File: src/rtl/tmr8_pkg.sv
package tmr8_pkg;
  typedef enum logic [1:0] {
    MODE_TIMER  = 2'b00,
    MODE_EVENT  = 2'b01,
    MODE_DIVIDE = 2'b10,
    MODE_SPARE  = 2'b11
  } mode_e;

  localparam int CNT_W = 8;
endpackage

File: src/rtl/tmr8_srcsel.sv
module tmr8_srcsel #(
  parameter int NSRC = 4,
  localparam int SELW = (NSRC > 1) ? $clog2(NSRC) : 1
) (
  input  logic [SELW-1:0] sel,
  input  logic [NSRC-1:0] tick_in,
  output logic            tick
);
  logic [NSRC-1:0] hit_vec;

  for (genvar g = 0; g < NSRC; g++) begin : g_src
    assign hit_vec[g] = tick_in[g] & (sel == SELW'(g));
  end

  assign tick = |hit_vec;
endmodule

File: src/rtl/tmr8_evq.sv
module tmr8_evq #(
  parameter int MIN_LVL = 2,
  localparam int LW = $clog2(MIN_LVL + 1)
) (
  input  logic clk,
  input  logic rst_n,
  input  logic evt_in,
  output logic fall
);
  logic          s1_q, s2_q;
  logic          last_q, last_n;
  logic [LW-1:0] len_q, len_n;
  logic          arm_q, arm_n;
  logic          fall_q, fall_n;
  logic          same, reach;

  always_comb begin
    same   = (s2_q == last_q);
    last_n = s2_q;
    if (!same)
      len_n = LW'(1);
    else if (len_q == LW'(MIN_LVL))
      len_n = len_q;
    else
      len_n = len_q + LW'(1);
    reach  = same && (len_q == LW'(MIN_LVL - 1));
    arm_n  = arm_q;
    fall_n = 1'b0;
    if (reach && last_q)
      arm_n = 1'b1;
    else if (reach && !last_q) begin
      fall_n = arm_q;
      arm_n  = 1'b0;
    end
  end

  always_ff @(posedge clk or negedge rst_n) begin
    if (!rst_n) begin
      s1_q   <= 1'b0;
      s2_q   <= 1'b0;
      last_q <= 1'b0;
      len_q  <= '0;
      arm_q  <= 1'b0;
      fall_q <= 1'b0;
    end else begin
      s1_q   <= evt_in;
      s2_q   <= s1_q;
      last_q <= last_n;
      len_q  <= len_n;
      arm_q  <= arm_n;
      fall_q <= fall_n;
    end
  end

  assign fall = fall_q;

  // an accepted edge is only reported once the filtered level is low
  assert_fall_on_low_R4: assert property (@(posedge clk) disable iff (!rst_n)
    fall_q |-> !last_q);
  // one edge per high-then-low sequence, never two in a row
  assert_fall_single_R4: assert property (@(posedge clk) disable iff (!rst_n)
    fall_q |=> !fall_q);
endmodule

File: src/rtl/tmr8_cmpreg.sv
module tmr8_cmpreg #(
  parameter int W = 8
) (
  input  logic         clk,
  input  logic         rst_n,
  input  logic         wr,
  input  logic [W-1:0] wdata,
  input  logic         evt_mode,
  input  logic         load,
  output logic [W-1:0] active
);
  logic [W-1:0] hold_q, hold_n;
  logic [W-1:0] act_q, act_n;

  always_comb begin
    hold_n = wr ? wdata : hold_q;
    act_n  = act_q;
    if (evt_mode) begin
      if (wr) act_n = wdata;
    end else if (load) begin
      act_n = hold_q;
    end
  end

  always_ff @(posedge clk or negedge rst_n) begin
    if (!rst_n) begin
      hold_q <= '0;
      act_q  <= '0;
    end else begin
      hold_q <= hold_n;
      act_q  <= act_n;
    end
  end

  assign active = act_q;

  // event-mode write is in force on the next clock
  assert_evt_direct_R5: assert property (@(posedge clk) disable iff (!rst_n)
    (wr && evt_mode) |=> (act_q == $past(wdata)));
  // internal modes keep the active value until a match or a stop
  assert_buffered_R6: assert property (@(posedge clk) disable iff (!rst_n)
    (!evt_mode && !load) |=> $stable(act_q));
endmodule

File: src/rtl/tmr8_divider.sv
module tmr8_divider #(
  parameter int NSRC    = 4,
  parameter int MIN_LVL = 2,
  localparam int SELW = (NSRC > 1) ? $clog2(NSRC) : 1,
  localparam int W    = tmr8_pkg::CNT_W
) (
  input  logic            clk,
  input  logic            rst_n,
  input  logic [1:0]      mode,
  input  logic [SELW-1:0] src_sel,
  input  logic [NSRC-1:0] tick_in,
  input  logic            run,
  input  logic            cmp_wr,
  input  logic [W-1:0]    cmp_data,
  input  logic            ff_wr,
  input  logic            ff_val,
  input  logic            evt_in,
  output logic            irq,
  output logic            div_out
);
  import tmr8_pkg::*;

  mode_e        md;
  logic         is_evt, is_div;
  logic         int_tick, evt_fall, adv, hit;
  logic [W-1:0] cmp_act;
  logic [W-1:0] cnt_q, cnt_n, cnt_inc;
  logic         irq_q, irq_n;
  logic         ff_q, ff_n;

  assign md     = mode_e'(mode);
  assign is_evt = (md == MODE_EVENT);
  assign is_div = (md == MODE_DIVIDE);

  tmr8_srcsel #(.NSRC(NSRC)) u_src (
    .sel     (src_sel),
    .tick_in (tick_in),
    .tick    (int_tick)
  );

  tmr8_evq #(.MIN_LVL(MIN_LVL)) u_evq (
    .clk    (clk),
    .rst_n  (rst_n),
    .evt_in (evt_in),
    .fall   (evt_fall)
  );

  tmr8_cmpreg #(.W(W)) u_cmp (
    .clk      (clk),
    .rst_n    (rst_n),
    .wr       (cmp_wr),
    .wdata    (cmp_data),
    .evt_mode (is_evt),
    .load     (hit || !run),
    .active   (cmp_act)
  );

  assign adv     = run && (is_evt ? evt_fall : int_tick);
  assign cnt_inc = cnt_q + W'(1);
  assign hit     = adv && (cnt_inc == cmp_act);

  always_comb begin
    cnt_n = cnt_q;
    irq_n = 1'b0;
    ff_n  = ff_q;
    if (!run)
      cnt_n = '0;
    else if (adv) begin
      cnt_n = hit ? '0 : cnt_inc;
      irq_n = hit;
    end
    if (ff_wr && !is_evt)
      ff_n = ff_val;
    else if (hit && is_div)
      ff_n = ~ff_q;
  end

  always_ff @(posedge clk or negedge rst_n) begin
    if (!rst_n) begin
      cnt_q <= '0;
      irq_q <= 1'b0;
      ff_q  <= 1'b0;
    end else begin
      cnt_q <= cnt_n;
      irq_q <= irq_n;
      ff_q  <= ff_n;
    end
  end

  assign irq     = irq_q;
  assign div_out = ~ff_q;

  // a match leaves the counter at zero alongside the request
  assert_match_clears_R1: assert property (@(posedge clk) disable iff (!rst_n)
    irq_q |-> (cnt_q == '0));
  // a stopped timer is cleared and silent
  assert_stop_quiet_R9: assert property (@(posedge clk) disable iff (!rst_n)
    !run |=> (!irq_q && cnt_q == '0));
  // a stopped timer keeps its pin level unless preset
  assert_stop_hold_R9: assert property (@(posedge clk) disable iff (!rst_n)
    (!run && !ff_wr) |=> $stable(div_out));
  // in divider mode each match flips the pin
  assert_div_toggle_R7: assert property (@(posedge clk) disable iff (!rst_n)
    (hit && is_div && !ff_wr) |=> (div_out != $past(div_out)));
  // preset is ignored in event mode
  assert_evt_no_preset_R8: assert property (@(posedge clk) disable iff (!rst_n)
    is_evt |=> $stable(div_out));
endmodule

File: config.mk
export PLATFORM = sky130hd
export DESIGN_NAME = tmr8_divider
export DESIGN_NICKNAME = d
export VERILOG_FILES = /design/src/rtl/tmr8_pkg.sv /design/src/rtl/tmr8_srcsel.sv /design/src/rtl/tmr8_evq.sv /design/src/rtl/tmr8_cmpreg.sv /design/src/rtl/tmr8_divider.sv
export SDC_FILE = /design/constraint.sdc
export NUM_CORES = 1
export LEC_CHECK = 0
export ABC_CLOCK_PERIOD_IN_PS = 7100
export BUFFER_PORTS_ARGS = -buffer_cell sky130_fd_sc_hd__buf_2
export CORE_MARGIN = 5
export CORE_UTILIZATION = 40
export DETAILED_ROUTE_END_ITERATION = 6
export PLACE_DENSITY_LB_ADDON = 0.12
export SLEW_MARGIN = 20
export SYNTH_ARGS = -nofsm -noshare
export SYNTH_HDL_FRONTEND = slang
export SYNTH_SLANG_ARGS = --single-unit
File: constraint.sdc
create_clock -name clk -period 7.1 [get_ports clk]
set_input_delay 0.355 -clock clk [delete_from_list [all_inputs] [get_ports clk]]
set_output_delay 0.355 -clock clk [all_outputs]
set_load 0.005 [all_outputs]
==> results of run 1 <==
stage by stage:
step,instance area (um2),cells,hold WS (ns),power (mW)
after global routing,1967,226,0.1676,0.4896
after detailed placement,1884,218,0.3373,0.3301
final,1967,226,0.1212,0.4625
after global placement,1884,218,0.3334,0.3228
after floorplan,1727,149,0.05941,0.3012
after CTS,1967,226,0.1536,0.4676
report_power, final:
| part | switching (mW) | internal, mW |
|---|---|---|
| Combinational | 0.0459 | 0.0500 |
| Sequential | 0.0190 | 0.211 |
| Clock | 0.0686 | 0.0679 |
| Total | 0.134 | 0.329 |
registers in the layout (all words and copies together), names as in the netlist:
| register | flops |
|---|---|
| cnt_q | 8 |
| ff_q | 1 |
| irq | 1 |
| u_cmp.active | 8 |
| u_cmp.hold_q | 8 |
| u_evq.arm_q | 1 |
| u_evq.fall | 1 |
| u_evq.last_n | 1 |
| u_evq.last_q | 1 |
| u_evq.len_q | 2 |
| u_evq.s1_q | 1 |
kinds of logic (layout without fill, tap and decap cells):
| group | Yosys count | after routing | synth area share |
|---|---|---|---|
| AOI/OAI and AO/OA | 31 | 31 | 0.1631 |
| xor gates and xnor gates | 19 | 19 | 0.1007 |
| adders and majority gates | 3 | 3 | 0.02174 |
| buffers and inverters | 9 | 36 | 0.02536 |
| DFF | 33 | 33 | 0.4783 |
| muxes | 10 | 10 | 0.07102 |
| and+or+nand+nor | 44 | 44 | 0.1399 |
cell type report:
type	count	area [um2]	share of cell area
multi-input combinational	107	857.1	0.4357
sequential	33	825.8	0.4198
timing repair buffer	25	127.6	0.06489
clock buffer	6	72.57	0.03690
tap	50	62.56	0.03181
inverter	3	11.26	0.005725
clock inverter	2	10.01	0.005089
worst min path at each step:
| stage | startpoint | end | slack (ns) | depth (start not counted) |
|---|---|---|---|---|
| CTS | rst_n | cnt_q[2]$_DFFE_PN0P_ | 0.15 | 1 |
| finish | rst_n | cnt_q[2]$_DFFE_PN0P_ | 0.12 | 1 |
| floorplan | rst_n | cnt_q[0]$_DFFE_PN0P_ | 0.06 | 0 |
| global placement | u_evq.s1_q$_DFF_PN0_ | u_evq.last_n$_DFF_PN0_ | 0.33 | 0 |
| global route | evt_in | u_evq.s1_q$_DFF_PN0_ | 0.17 | 1 |
| detailed placement | u_evq.s1_q$_DFF_PN0_ | u_evq.last_n$_DFF_PN0_ | 0.34 | 0 |
cell usage after synthesis:
library cell	count
and2_1	1
xnor2_2	1
o21a_1	2
a2bb2oi_2	8
or2_2	1
mux2_2	8
o2111ai_1	1
nor4b_1	1
mux2i_1	1
nand2_1	6
a21boi_1	1
o22ai_1	8
and3_1	1
nand3_1	5
nor3_1	2
nor2_1	12
nor3b_1	2
nor4_1	2
nand2b_1	4
buf_6	1
nand4_1	1
xor2_1	4
or3_4	1
dfrtp_1	33
a211oi_1	1
xnor2_1	14
ha_1	3
inv_1	3
nor3_2	1
a31o_2	1
nand3_2	1
buf_2	2
o31ai_1	1
o21ai_0	4
clkbuf_1	3
o311a_1	1
nor2b_1	2
o41ai_2	1
mux4_2	1
a21oi_1	2
or3b_1	1
layer usage:
| metal | GRT usage | vias to the layer above |
|---|---|---|
| li1 | - | 590 |
| met1 | 0.1863 | 584 |
| met2 | 0.2128 | 30 |
| met3 | 0.04354 | 5 |
| met4 | 0.06408 | 0 |
| met5 | 0 | - |
==> impl_metrics.py, run 1 <==
metrics = {
    "yosys": {
        "synth_area_per_cell_um2": 11.59,
        "ys_types": 41,
        "synth_area_leaders": "dfrtp_1, xnor2_1, a2bb2oi_2, mux2_2, o22ai_1",
        "syn_area_um2": 1727,
        "netlist.area_leader.share": 0.4783,
        "ys_ff_latch": 33,
        "yosys_warnings": 0,
        "syn_inst": 149,
        "synthesis.nets": 175,
        "yosys.area.top_type": "dfrtp_1",
        "synth_seq_area_share": 0.4783,
    },
    "timing": {
        "max_freq_ghz": 0.3630,
        "hold_viol_final": 0,
        "fin_crit_ns": 2.755,
        "tightest_slew_ns": 0.9372,
        "rsz0062_at_grt": "no",
        "final.setup.tns_ns": 0,
        "period_share": 0.3880,
        "fin_worst_skew_ns": 0.005463,
        "drv_slew": 0,
        "worst_slack_ns": 4.345,
        "finalSetupViolCount": 0,
        "slew_headroom": 0.3686,
    },
    "clocking": {
        "hold_buffers": 0,
        "htree_levels": 2,
        "tritoncts": "yes",
        "clock_sinks": 33,
        "cts_buffers": 5,
        "cts-resized-gates": 0,
        "clkTransAtPathRegs_ns": 0.07,
        "clkLatencyLatePin_ns": 0.29,
        "clk_path_buf_depth": 2,
        "cts_setup_buffers": 0,
        "clock-root-buffer": "clkbuf_8",
    },
    "finish": {
        "layout_common_cells": "dfrtp_1, buf_2, xnor2_1",
        "area_growth_pct": 13.91,
        "fill_cells": 392,
        "fin_nets": 201,
        "layout-drive-gt1-share": 0.3182,
        "num_antenna_cells": 0,
        "layout_commonest_cell": "dfrtp_1",
        "fin_util": 0.4813,
    },
    "setup_path": {
        "crit_fanout": 8,
        "cp_slowest_cell": "o41ai_2",
        "crit_start": "cnt_q[0]$_DFFE_PN0P_",
        "cp_num_buf_inv": 0,
        "start_kind": "flip-flop",
        "worst_ep_required_time_ns": 7.25,
        "crit_end": "u_cmp.active[0]$_DFFE_PN0P_",
        "crit_cells": 7,
        "critPathTopFamily": "compound AO/OA/AOI/OAI gates",
        "timing.rr.end": "u_cmp.active[0]$_DFFE_PN0P_",
        "r2r_start": "cnt_q[0]$_DFFE_PN0P_",
        "cp_cell_sequence": "ha_1 -> nand3_2 -> xnor2_1 -> o2111ai_1 -> o41ai_2 -> nand2b_1 -> a2bb2oi_2",
        "slowest_delay_ns": 0.66,
        "reg2reg_slack_ns": 4.35,
        "endpoint_kind": "flip-flop",
        "cp.arrival_ns": 2.90,
        "r2r_cells": 7,
        "path_class": "flip-flop to flip-flop",
    },
    "route": {
        "highest_layer": "met4",
        "met2_length_um": 1651,
        "route.met3.wl_um": 255,
        "post_drt_wl_per_cell_um": 15.63,
        "wl_met1_um": 1556,
        "ant_nets": 0,
        "first_pass_iters": 4,
        "vias": 1209,
        "drt-total-wl_um": 3533,
        "initialDrtViolationCount": 61,
        "route.detailed.drc": 0,
        "avgViaCountPerCell": 5.350,
    },
    "floorplan": {
        "fp.dieH_um": 75.70,
        "core-area_um2": 4086,
        "dieArea_um2": 5730,
        "initial_utilization": 0.4225,
        "ios": 25,
        "rows": 23,
        "die_w_um": 75.70,
    },
    "place": {
        "port_buffers": 24,
        "dpl.hpwl_um": 2533,
        "gp_congestion": 0.8209,
        "place_ws_ns": 4.344,
    },
    "worst_hold_path": {
        "hold_class": "primary input to async pin",
    },
    "power": {
        "powerDensity_nw_per_um2": 235.2,
        "cellLeakagePower_nw": 0.8219,
        "vdd_drop_max_mv": 0.1795,
    },
    "outcome": {
        "status": "complete, no violations",
    },
    "global_routing": {
        "gr-total-overflow": 0,
        "grt_antenna_before_repair": 0,
        "grt_use_total": 0.1412,
        "grt_max_degree": 34,
        "grt_pass1_wl_um": 5865,
        "first_global_vias": 1247,
    },
    "flow_run": {
        "maxCapViolations": 0,
    },
}
(Power assumes the default switching activity.)
==> inputs of run 2 (changes only) <==
Settings changed: ABC_CLOCK_PERIOD_IN_PS 7100 to 2400.
Clock period 7.1 ns to 2.4 ns, I/O delays scaled along.
==> run 2 against run 1 <==
Sequential power grew to 3.0 times the previous value. Critical path depth is 1 higher. Clock skew is 0.0037 ns higher. Cell count is 3.5% higher. Count of clock-buffer cells in the layout is 1 lower. Fmax is 19% higher. Flip-flop and latch count stayed put. Largest power group unchanged. Highest routed layer unchanged.
==> impl_metrics.py, run 2 (synthesis results as in run 1) <==
metrics = {
    "timing": {
        "slew_headroom": 0.5071,
        "hold_viol_final": 0,
        "finalSetupViolCount": 0,
        "drv_slew": 0,
        "tightest_slew_ns": 0.7394,
        "max_freq_ghz": 0.4306,
        "fin_crit_ns": 2.322,
        "worst_slack_ns": 0.07770,
        "period_share": 0.9676,
        "fin_worst_skew_ns": 0.009180,
    },
    "floorplan": {
        "dieArea_um2": 5730,
        "fp.dieH_um": 75.70,
        "initial_utilization": 0.4225,
        "ios": 25,
        "core-area_um2": 4086,
        "die_w_um": 75.70,
        "rows": 23,
    },
    "route": {
        "drt-total-wl_um": 3661,
        "ant_nets": 0,
        "first_pass_iters": 4,
        "vias": 1269,
        "route.detailed.drc": 0,
        "avgViaCountPerCell": 5.423,
        "initialDrtViolationCount": 86,
        "post_drt_wl_per_cell_um": 15.65,
    },
    "setup_path": {
        "start_kind": "flip-flop",
        "cp.arrival_ns": 2.49,
        "critPathTopFamily": "compound AO/OA/AOI/OAI gates",
        "endpoint_kind": "flip-flop",
        "cp_slowest_cell": "dfrtp_1",
        "cp_cell_sequence": "ha_4 -> xor2_1 -> xnor2_1 -> o2111ai_2 -> buf_4 -> o41ai_2 -> nand2b_2 -> a2bb2oi_2",
        "slowest_delay_ns": 0.43,
        "cp_num_buf_inv": 1,
        "worst_ep_required_time_ns": 2.56,
        "path_class": "flip-flop to flip-flop",
        "crit_fanout": 8,
    },
    "place": {
        "gp_congestion": 0.9224,
        "dpl.cell_count": 223,
        "place_ws_ns": -0.08730,
        "port_buffers": 24,
        "placed_cell_area_um2": 1922,
        "dpl.hpwl_um": 2674,
    },
    "finish": {
        "num_antenna_cells": 0,
        "layout_common_cells": "dfrtp_1, buf_2, xnor2_1",
        "fill_cells": 397,
        "layout-drive-gt1-share": 0.3696,
        "fin_util": 0.5080,
        "fin_cells": 234,
        "area_growth_pct": 20.22,
        "fin_nets": 209,
        "design_area_um2": 2076,
        "layout_commonest_cell": "dfrtp_1",
    },
    "global_routing": {
        "gr-total-overflow": 0,
        "grt_antenna_before_repair": 0,
        "first_global_vias": 1362,
        "grt_pass1_wl_um": 6320,
        "grt_max_degree": 34,
        "grt_use_total": 0.1481,
    },
    "power": {
        "powerDensity_nw_per_um2": 670.6,
        "vdd_drop_max_mv": 0.3451,
        "finalPower_mw": 1.392,
        "cellLeakagePower_nw": 0.8719,
    },
    "clocking": {
        "htree_levels": 2,
        "clock-root-buffer": "clkbuf_8",
        "tritoncts": "yes",
        "clkTransAtPathRegs_ns": 0.07,
        "clkLatencyLatePin_ns": 0.28,
        "clk_path_buf_depth": 2,
        "clock_sinks": 33,
        "cts_buffers": 5,
    },
    "flow_run": {
        "maxCapViolations": 0,
    },
    "outcome": {
        "status": "complete, no violations",
    },
    "worst_hold_path": {
        "hold_class": "primary input to flip-flop",
    },
}
## run 2: changes by cell type in the layout (fill, tap and decap cells not counted), sizes merged
cell,before,now
buf,25,31
dlygate4sd3,0,2
clkbuf,6,5
clkinvlp,0,1
## run 2: cell type report
class,instances,area (um2),share of cell area
multi-input cells,107,897.1,0.4322
flip-flops and latches,33,825.8,0.3978
repair buffers,33,192.7,0.09283
clock buffers,5,68.82,0.03315
well taps,50,62.56,0.03014
clock inverters,3,17.52,0.008439
inverters,3,11.26,0.005425
## run 2: worst paths after layout
kind | to | slack [ns] | cells after the start | from
worst max-delay path | u_cmp.active[7]$_DFFE_PN0P_ | 0.08 | 8 | cnt_q[1]$_DFFE_PN0P_
worst min-delay path | u_cmp.hold_q[4]$_DFFE_PN0P_ | 0.09 | 2 | cmp_data[4]
worst max register to register | u_cmp.active[7]$_DFFE_PN0P_ | 0.08 | 8 | cnt_q[1]$_DFFE_PN0P_
worst min register to register | u_evq.last_n$_DFF_PN0_ | 0.35 | 0 | u_evq.s1_q$_DFF_PN0_
max in group asynchronous | cnt_q[5]$_DFFE_PN0P_ | 1.48 | 2 | rst_n
min in group asynchronous | ff_q$_DFFE_PN0P_ | 0.44 | 2 | rst_n
## run 2: report_power, final
| part | internal [mW] | switching, mW | total (mW) |
|---|---|---|---|
| logic | 0.161 | 0.144 | 0.305 |
| registers | 0.624 | 0.0552 | 0.679 |
| clock network | 0.200 | 0.208 | 0.408 |
## run 2: repair_timing
action | in CTS | in global routing
setup endpoints to repair | 8 | 8
resized for setup | 1 | 7
endpoints found under the hold margin | 34 | 0
pin swaps | 0 | 5
buffers inserted | 0 | 1
hold buffers | 2 | 0
## run 2: per-layer routing
layer	track usage	vias to the layer above	part of all wire
li1	-	603	-
met1	0.1929	624	0.45
met2	0.2320	33	0.48
met3	0.04090	9	0.043
met4	0.06214	0	0.023
met5	0	-	0
## run 2: per-stage QoR
step	setup TNS, ns	hold slack (ns)
floorplan	0	-0.1756
global placement	-0.09807	0.2144
detailed placement	-0.6055	0.2298
CTS	0	0.07917
global route	-0.1026	0.07845
finish	0	0.08687
==> inputs of run 3 (changes only) <==
Settings changed: BUFFER_PORTS_ARGS -buffer_cell sky130_fd_sc_hd__buf_2 to default, CORE_ASPECT_RATIO from default to 0.7, DONT_BUFFER_PORTS from default to 1, MAX_ROUTING_LAYER from default to met4.
==> run 3 against run 2 <==
Sequential share of layout area fell by 2.8 points. Routed wire length rose by 5.1%. Cell count rose by 1.3%. Cell area rose by 7.7%. Critical path depth did not move. Largest cell class unchanged. Highest routed layer unchanged. Worst setup slack improved by 0.023 ns. Fmax rose by 1.0%. Critical path type unchanged. Via count barely moved. Utilization rose by 1.8 points.
==> impl_metrics.py, run 3 (synthesis results as in run 1) <==
metrics = {
    "outcome": {
        "status": "complete, no violations",
    },
    "clocking": {
        "clock_sinks": 33,
        "clkLatencyLatePin_ns": 0.28,
        "clk_path_buf_depth": 2,
        "htree_levels": 2,
        "clkTransAtPathRegs_ns": 0.07,
        "cts_buffers": 5,
        "tritoncts": "yes",
        "clock-root-buffer": "clkbuf_8",
    },
    "setup_path": {
        "start_kind": "flip-flop",
        "cp_num_buf_inv": 2,
        "cp_slowest_cell": "or3b_4",
        "cp_cell_sequence": "buf_4 -> nand3_1 -> or2_4 -> xnor2_2 -> or3_4 -> or3b_4 -> buf_8 -> a2bb2oi_2",
        "slowest_delay_ns": 0.41,
        "worst_ep_required_time_ns": 2.61,
        "cp.arrival_ns": 2.51,
        "critPathTopFamily": "simple AND/OR/NAND/NOR gates",
        "path_class": "flip-flop to flip-flop",
        "endpoint_kind": "flip-flop",
        "crit_fanout": 8,
    },
    "route": {
        "post_drt_wl_per_cell_um": 16.24,
        "route.detailed.drc": 0,
        "vias": 1268,
        "ant_nets": 0,
        "initialDrtViolationCount": 70,
        "drt-total-wl_um": 3848,
        "avgViaCountPerCell": 5.350,
        "first_pass_iters": 4,
    },
    "finish": {
        "layout_common_cells": "dfrtp_1, dlygate4sd3_1, xnor2_1, nor2_1, buf_4",
        "area_growth_pct": 29.49,
        "fin_nets": 207,
        "layout-drive-gt1-share": 0.2747,
        "layout_commonest_cell": "dfrtp_1",
        "num_antenna_cells": 0,
    },
    "global_routing": {
        "grt_antenna_before_repair": 0,
        "grt_max_degree": 34,
        "gr-total-overflow": 0,
        "grt_use_total": 0.1508,
        "first_global_vias": 1271,
        "grt_pass1_wl_um": 6403,
    },
    "place": {
        "port_buffers": 0,
        "dpl.hpwl_um": 2624,
        "gp_congestion": 0.7683,
    },
    "floorplan": {
        "core-area_um2": 4254,
        "dieArea_um2": 5751,
        "ios": 25,
        "initial_utilization": 0.4059,
        "rows": 20,
        "fp.dieH_um": 64.97,
        "die_w_um": 88.53,
    },
    "timing": {
        "slew_headroom": 0.6084,
        "final.setup.tns_ns": 0,
        "max_freq_ghz": 0.4349,
        "hold_viol_final": 0,
        "finalSetupViolCount": 0,
        "fin_crit_ns": 2.299,
        "tightest_slew_ns": 0.5821,
        "drv_slew": 0,
        "period_share": 0.9580,
        "fin_worst_skew_ns": 0.002569,
        "hold_slack_ns": 0.07914,
    },
    "worst_hold_path": {
        "hold_class": "primary input to flip-flop",
    },
    "power": {
        "vdd_drop_max_mv": 0.3991,
        "powerDensity_nw_per_um2": 698.6,
        "cellLeakagePower_nw": 0.8966,
    },
    "flow_run": {
        "maxCapViolations": 0,
    },
}
-- run 3: cell types whose count changed in the layout (fill, tap and decap cells not counted), sizes merged --
cell	before	now
bufinv	0	1
dlygate4sd3	2	19
clkbuf	5	6
buf	31	12
clkinv	2	0
-- run 3: metal layers --
metal  track usage  vias up  part of all wire
met5             -        -                 0
met4       0.03585        0            0.0034
met3       0.04447        2             0.065
met2        0.2099       32              0.44
met1        0.2153      632              0.49
li1              -      602                 -
-- run 3: repair_timing --
action / CTS / global route
buffers inserted: 0 / 4
hold buffers: 20 / 0
resized for setup: 0 / 11
endpoints found under the setup margin: 0 / 8
hold endpoints to repair: 45 / 0
-- run 3: power by group --
group          internal (mW)  total, mW  switching (mW)  leakage (nW)
combinational          0.187      0.328           0.141         0.435
clock                  0.338      0.549           0.211        0.0574
sequential             0.624      0.685          0.0607         0.404
total                   1.15       1.56           0.413         0.897
-- run 3: layout make-up --
type / count / area [um2]
fill: 384 / 2018
multi-input combinational: 107 / 909.6
sequential: 33 / 825.8
timing repair buffer: 31 / 300.3
clock buffer: 6 / 82.58
tap: 55 / 68.82
clock inverter: 2 / 37.54
inverter: 3 / 11.26
-- run 3: per-stage QoR --
stage | utilization | std cells | instance area, um2 | setup slack [ns] | power (mW)
floorplan | - | 149 | 1727 | 0.1564 | 0.8912
global placement | 0.4268 | 205 | 1815 | 0.06200 | 0.9350
detailed placement | 0.4268 | 205 | 1815 | 0.03338 | 0.9523
CTS | 0.5044 | 233 | 2146 | 0.004220 | 1.558
global route | 0.5256 | 237 | 2236 | -0.007666 | 1.650
finish | 0.5256 | 237 | 2236 | 0.1008 | 1.562
-- run 3: final timing paths --
| path | from | endpoint | slack [ns] | cells past startpoint |
|---|---|---|---|---|
| setup reg to reg | cnt_q[0]$_DFFE_PN0P_ | u_cmp.active[6]$_DFFE_PN0P_ | 0.10 | 8 |
| max in group asynchronous | rst_n | cnt_q[4]$_DFFE_PN0P_ | 1.90 | 2 |
| hold / removal | cmp_data[2] | u_cmp.active[2]$_DFFE_PN0P_ | 0.08 | 2 |
| min in group asynchronous | rst_n | irq$_DFF_PN0_ | 0.33 | 2 |
| setup / recovery | cnt_q[0]$_DFFE_PN0P_ | u_cmp.active[6]$_DFFE_PN0P_ | 0.10 | 8 |
| hold reg to reg | u_evq.s1_q$_DFF_PN0_ | u_evq.last_n$_DFF_PN0_ | 0.35 | 0 |
